--- config.mk ---
export PLATFORM = sky130hd
export DESIGN_NAME = lin_brk_det
export DESIGN_NICKNAME = d
export VERILOG_FILES = /design/src/rtl/lin_brk_pkg.sv /design/src/rtl/lin_low_cnt.sv /design/src/rtl/lin_sync_fsm.sv /design/src/rtl/lin_brk_flags.sv /design/src/rtl/lin_brk_det.sv
export SDC_FILE = /design/constraint.sdc
export NUM_CORES = 1
export LEC_CHECK = 0
export CAP_MARGIN = 20
export CORE_MARGIN = 2
export CORE_UTILIZATION = 41
export DETAILED_ROUTE_END_ITERATION = 16
export GPL_TIMING_DRIVEN = 0
export HOLD_SLACK_MARGIN = 0.1
export PLACE_DENSITY = 0.72
export SETUP_SLACK_MARGIN = 0.3
export SYNTH_ARGS = -nofsm -noshare
export SYNTH_HDL_FRONTEND = slang
export SYNTH_SLANG_ARGS = --single-unit
--- constraint.sdc ---
create_clock -name clk -period 1.6 [get_ports clk]
set_input_delay 0.24 -clock clk [delete_from_list [all_inputs] [get_ports clk]]
set_output_delay 0.24 -clock clk [all_outputs]
set_load 0.05 [all_outputs]
--- src/rtl/lin_brk_pkg.sv ---
package lin_brk_pkg;

  typedef enum logic [1:0] {
    ST_IDLE    = 2'd0,
    ST_WAIT_HI = 2'd1,
    ST_WAIT_LO = 2'd2
  } sync_st_e;

  // Next value of the low-time counter: restart on a high line,
  // advance on a tick while low, never exceed the ceiling.
  function automatic int unsigned low_cnt_next(input int unsigned cur,
                                               input logic line_low,
                                               input logic tick,
                                               input int unsigned ceil_v);
    if (!line_low)          return 0;
    else if (!tick)         return cur;
    else if (cur >= ceil_v) return ceil_v;
    else                    return cur + 1;
  endfunction

endpackage

--- src/rtl/lin_low_cnt.sv ---
module lin_low_cnt #(
  parameter int unsigned BRK_BITS = 11,
  parameter int unsigned CNT_MAX  = 31
) (
  input  logic clk,
  input  logic rst_n,
  input  logic clr,
  input  logic enable,
  input  logic rxd,
  input  logic bit_tick,
  output logic brk_hit
);
  import lin_brk_pkg::*;

  localparam int unsigned CNT_W = $clog2(CNT_MAX + 1);
  localparam logic [CNT_W-1:0] HIT_AT = CNT_W'(BRK_BITS - 1);
  localparam logic [CNT_W-1:0] TOP    = CNT_W'(CNT_MAX);

  logic [CNT_W-1:0] cnt_q;
  logic             line_low;

  assign line_low = enable && !rxd;
  assign brk_hit  = line_low && bit_tick && (cnt_q == HIT_AT);

  always_ff @(posedge clk or negedge rst_n) begin
    if (!rst_n)   cnt_q <= '0;
    else if (clr) cnt_q <= '0;
    else          cnt_q <= CNT_W'(low_cnt_next(32'(cnt_q), line_low, bit_tick, CNT_MAX));
  end

  // a saturated count holds while the line stays low
  p_cnt_sat_r10: assert property (@(posedge clk) disable iff (!rst_n)
    (cnt_q == TOP && line_low && !clr) |=> (cnt_q == TOP));

  // a high line empties the count
  p_cnt_restart_r3: assert property (@(posedge clk) disable iff (!rst_n)
    (rxd && enable) |=> (cnt_q == '0));

  // detection stays off outside LIN mode
  p_mode_gate_r4: assert property (@(posedge clk) disable iff (!rst_n)
    !enable |-> !brk_hit);

endmodule

--- src/rtl/lin_sync_fsm.sv ---
module lin_sync_fsm (
  input  logic clk,
  input  logic rst_n,
  input  logic sw_acc,
  input  logic rxd,
  input  logic brk_hit,
  output logic sync_wait,
  output logic sync_start
);
  import lin_brk_pkg::*;

  sync_st_e st_q, st_d;
  logic     start_edge;

  assign start_edge = (st_q == ST_WAIT_LO) && !rxd && !brk_hit;

  always_comb begin
    st_d = st_q;
    if (brk_hit) st_d = ST_WAIT_HI;
    else begin
      unique case (st_q)
        ST_WAIT_HI: if (rxd) st_d = ST_WAIT_LO;
        ST_WAIT_LO: if (!rxd) st_d = ST_IDLE;
        default:    st_d = ST_IDLE;
      endcase
    end
  end

  always_ff @(posedge clk or negedge rst_n) begin
    if (!rst_n) begin
      st_q       <= ST_IDLE;
      sync_start <= 1'b0;
    end else if (sw_acc) begin
      st_q       <= ST_IDLE;
      sync_start <= 1'b0;
    end else begin
      st_q       <= st_d;
      sync_start <= start_edge;
    end
  end

  assign sync_wait = (st_q != ST_IDLE);

  // a break always leaves the block waiting
  p_wait_after_hit_r6: assert property (@(posedge clk) disable iff (!rst_n)
    (brk_hit && !sw_acc) |=> sync_wait);

  // the hand-off pulse is one cycle wide and ends the wait
  p_start_one_r7: assert property (@(posedge clk) disable iff (!rst_n)
    sync_start |=> !sync_start);
  p_start_exit_r7: assert property (@(posedge clk) disable iff (!rst_n)
    sync_start |-> !sync_wait);

  // a high line alone never ends the wait
  p_hold_high_r6: assert property (@(posedge clk) disable iff (!rst_n)
    (sync_wait && rxd && !sw_acc) |=> sync_wait);

endmodule

--- src/rtl/lin_brk_flags.sv ---
module lin_brk_flags #(
  parameter int unsigned N_CLR = 4
) (
  input  logic             clk,
  input  logic             rst_n,
  input  logic             sw_acc,
  input  logic             brk_hit,
  input  logic             brk_clr_wr,
  output logic             brk_flag,
  output logic [N_CLR-1:0] rx_flag_clr
);

  always_ff @(posedge clk or negedge rst_n) begin
    if (!rst_n) begin
      brk_flag    <= 1'b0;
      rx_flag_clr <= '0;
    end else begin
      rx_flag_clr <= (brk_hit && !sw_acc) ? '1 : '0;
      if (sw_acc)          brk_flag <= 1'b0;
      else if (brk_hit)    brk_flag <= 1'b1;
      else if (brk_clr_wr) brk_flag <= 1'b0;
    end
  end

  // strobes are all-or-nothing and last one cycle
  p_clr_whole_r5: assert property (@(posedge clk) disable iff (!rst_n)
    (rx_flag_clr == '0) || (rx_flag_clr == '1));
  p_clr_pulse_r5: assert property (@(posedge clk) disable iff (!rst_n)
    (rx_flag_clr != '0) |=> (rx_flag_clr == '0));

  // the flag is sticky without a clear or reset
  p_sticky_r8: assert property (@(posedge clk) disable iff (!rst_n)
    (brk_flag && !brk_clr_wr && !sw_acc) |=> brk_flag);

  // an accepted reset clears the flag
  p_swrst_flag_r9: assert property (@(posedge clk) disable iff (!rst_n)
    sw_acc |=> !brk_flag);

endmodule

--- src/rtl/lin_brk_det.sv ---
module lin_brk_det #(
  parameter int unsigned BRK_BITS = 11,
  parameter int unsigned CNT_MAX  = 31,
  parameter int unsigned N_CLR    = 4
) (
  input  logic             clk,
  input  logic             rst_n,
  input  logic             rxd,
  input  logic             bit_tick,
  input  logic             lin_mode,
  input  logic             brk_clr_wr,
  input  logic             sw_rst_req,
  input  logic             tx_en,
  output logic             brk_flag,
  output logic             sync_wait,
  output logic             sync_start,
  output logic [N_CLR-1:0] rx_flag_clr
);

  logic sw_acc;
  logic brk_hit;

  assign sw_acc = sw_rst_req && tx_en;

  lin_low_cnt #(.BRK_BITS(BRK_BITS), .CNT_MAX(CNT_MAX)) u_cnt (
    .clk(clk), .rst_n(rst_n), .clr(sw_acc), .enable(lin_mode),
    .rxd(rxd), .bit_tick(bit_tick), .brk_hit(brk_hit)
  );

  lin_sync_fsm u_fsm (
    .clk(clk), .rst_n(rst_n), .sw_acc(sw_acc), .rxd(rxd),
    .brk_hit(brk_hit), .sync_wait(sync_wait), .sync_start(sync_start)
  );

  lin_brk_flags #(.N_CLR(N_CLR)) u_flags (
    .clk(clk), .rst_n(rst_n), .sw_acc(sw_acc), .brk_hit(brk_hit),
    .brk_clr_wr(brk_clr_wr), .brk_flag(brk_flag), .rx_flag_clr(rx_flag_clr)
  );

  // an accepted reset ends the wait state
  p_swrst_wait_r9: assert property (@(posedge clk) disable iff (!rst_n)
    sw_acc |=> !sync_wait);

  // a reset request without transmitter enable changes nothing
  p_swrst_gate_r9: assert property (@(posedge clk) disable iff (!rst_n)
    (sw_rst_req && !tx_en && brk_flag && !brk_clr_wr) |=> brk_flag);

  // flag and wait state rise together
  p_flag_wait_r2: assert property (@(posedge clk) disable iff (!rst_n)
    $rose(brk_flag) |-> sync_wait);

endmodule

==> metrics.csv <==
metric,value,unit
status,finished clean,
relSlewSlack,69.6,%
p_int,368,uW
final_common_cell,dfrtp_1,
clockBufferDepth,2,
syn_inst,53,
gp_congestion,0.728,
routed_wirelength,1.39,mm
numCtsBuffers,3,
grt_pass1_vias,448,
crit_type,reg -> reg,
synth_top_flop_cell,dfrtp_1,
async_flop_share,100,%
startpoint,u_cnt.cnt_q[1],
switching_share,22.1,%
worstSkewPairLatency,0.26,ns
power_leakage,0.409,nW
grtUsageMet2,30.9,%
grt_max_degree,11,
dr.pass1.iters,4,
seq_power_share,54.0,%
cp.arrival,1.58,ns
portBuffers,14,
post-place-ws,-0.0186,ns
final_layout_size_suffix_gt1_share,47.4,%
critPathCaptureType,flop,
dieArea,1690,um2
multiInputGateArea,393,um2
fp-row-count,13,
grtUsageMet3,8.15,%
grt_pass1_wl,1.95,mm
rr_startpoint,u_cnt.cnt_q[1],
r2r-end,u_cnt.cnt_q[3],
clock-sinks,10,
synth_cell_types,27,
fin_worst_skew,0.00498,ns
fillers,107,
via_count,525,
use_met1,21.5,%
clk_pin_slew,0.06,ns
htreeDepth,1,
grt-busiest-layer,met2,
p_clk_share,34.1,%
ant_nets,0,
p_total,472,uW
syn-cell-area,566,um2
setup_ws,0.150,ns
drv_slew,0,
reg2reg_depth,6,
grt.total_usage,18.2,%
die_x,41.1,um
yosysWarnings,0,
tns,0,ns
seq_area,250,um2
rrSetupSlack,0.15,ns
p_sw,104,uW
die_h,41.1,um
drv_cap,0,
vias_per_cell,5.65,
max_freq,690,MHz
worstSetupStartpointType,flop,
synth-edff-count,0,
seq_area_frac_synth,44.2,%
antenna_found_initial,0,
setup_viol,0,
drcViolationCount,0,
drtIter0Drc,14,
coreArea,1300,um2
root_buffer,clkbuf_4,
grt_setup_unrepaired,true,
n_antenna_cell,0,
hold_class,in -> async,
cts_tree,yes,
finalHoldViolCount,0,
power.density,514,nW/um2
cp.required,1.73,ns
post-route-util,70.6,%
finalCritPeriodShare,90.6,%
period_needed,1.45,ns
tightest_slew,0.454,ns
synth_seq_cells,10,
place_hpwl,879,um
worstPathMaxFanout,6,
p_comb_share,11.9,%
num-nets-final,91,
grt-ovfl-total,0,
synthToLayoutAreaGrowth,62.4,%
io_pins,15,
initial_core_util,43.5,%
syn_nets,64,
vdd_ir_drop_max,0.000450,V
routedWlPerCell,14.9,um
final_cell_mix,"dfrtp_1, buf_4, clkdlybuf4s50_1",
avgSynthCellArea,10.7,um2
cells in the mapped netlist (2+ instances only):
| cell type | count | area share, % |
|---|---|---|
| a211oi_1 | 2 | 2.7 |
| and3_1 | 3 | 3.3 |
| o2bb2ai_1 | 3 | 4.6 |
| nor3_1 | 2 | 1.8 |
| nand2_1 | 2 | 1.3 |
| ha_1 | 3 | 6.6 |
| inv_1 | 2 | 1.3 |
| a21oi_1 | 3 | 2.7 |
| buf_4 | 3 | 4.0 |
| dfrtp_1 | 10 | 44 |
| nand2b_1 | 4 | 4.4 |
power by group through the flow:
stage / Combinational, mW / Clock (mW) / Sequential (mW)
2_1_floorplan: 0.0152 / 0 / 0.260
3_3_place_gp: 0.0421 / 0 / 0.261
3_5_place_dp: 0.0428 / 0 / 0.261
4_1_cts: 0.0480 / 0.169 / 0.255
5_1_grt: 0.0614 / 0.179 / 0.255
6_report: 0.0560 / 0.161 / 0.255
kinds of logic (layout without fill, tap and decap cells):
kind of cell | count (synthesis) | count (layout) | synth area share [%]
buf+inv | 6 | 31 | 5.97
simple gates | 19 | 19 | 22.1
fa+ha+maj | 3 | 3 | 6.64
compound gates | 14 | 14 | 19.5
flops | 10 | 10 | 44.2
xor+xnor | 1 | 1 | 1.55
how the worst max path moves through the flow:
stage | to | slack [ns] | cells after the start
after floorplan | u_cnt.cnt_q[3] | 0.15 | 6
after global placement | sync_wait | -0.02 | 2
after detailed placement | sync_wait | -0.02 | 2
after CTS | u_cnt.cnt_q[3] | 0.18 | 6
after global routing | u_cnt.cnt_q[1] | 0.09 | 6
final | u_cnt.cnt_q[3] | 0.15 | 6
critical path, cell delays in order, from the launching register on:
cell	delay, ns
dfrtp_1	0.39
ha_2	0.19
and3_4	0.15
ha_4	0.17
a31o_4	0.22
a31oi_4	0.16
a2111oi_4	0.04
metrics by stage:
| step | hold slack (ns) | instances | area [um2] |
|---|---|---|---|
| after floorplan | -0.0556 | 53 | 592 |
| after global placement | 0.532 | 82 | 751 |
| after detailed placement | 0.534 | 82 | 751 |
| after CTS | 0.300 | 90 | 826 |
| after global routing | 0.334 | 93 | 918 |
| final | 0.297 | 93 | 918 |
state kept, by name (all words and copies together) (netlist names):
register             flops
u_flags.rx_flag_clr      1
u_cnt.cnt_q              5
u_flags.brk_flag         1
u_fsm.st_q               2
u_fsm.sync_start         1
layer usage:
layer | wire length [um] | part of all wire, %
met1 | 565 | 41
met2 | 737 | 53
met3 | 78 | 5.6
met4 | 8 | 0.58
met5 | 0 | 0
what timing repair did:
item,4_1_cts,5_1_grt
setup buffers,5,3
hold endpoints to repair,0,0
pin swaps,0,3
resized for setup,32,18
endpoints found under the setup margin,13,14
hold buffers,0,0
area by class of cell:
type	instances	area share, %
multi-input cells	37	42.8
flip-flops and latches	10	27.2
repair buffers	22	21.5
plain buffers	4	2.86
clock buffers	3	2.45
well taps	15	2.04
inverters	2	1.09
No activity file was read; power rests on OpenSTA's default activity.
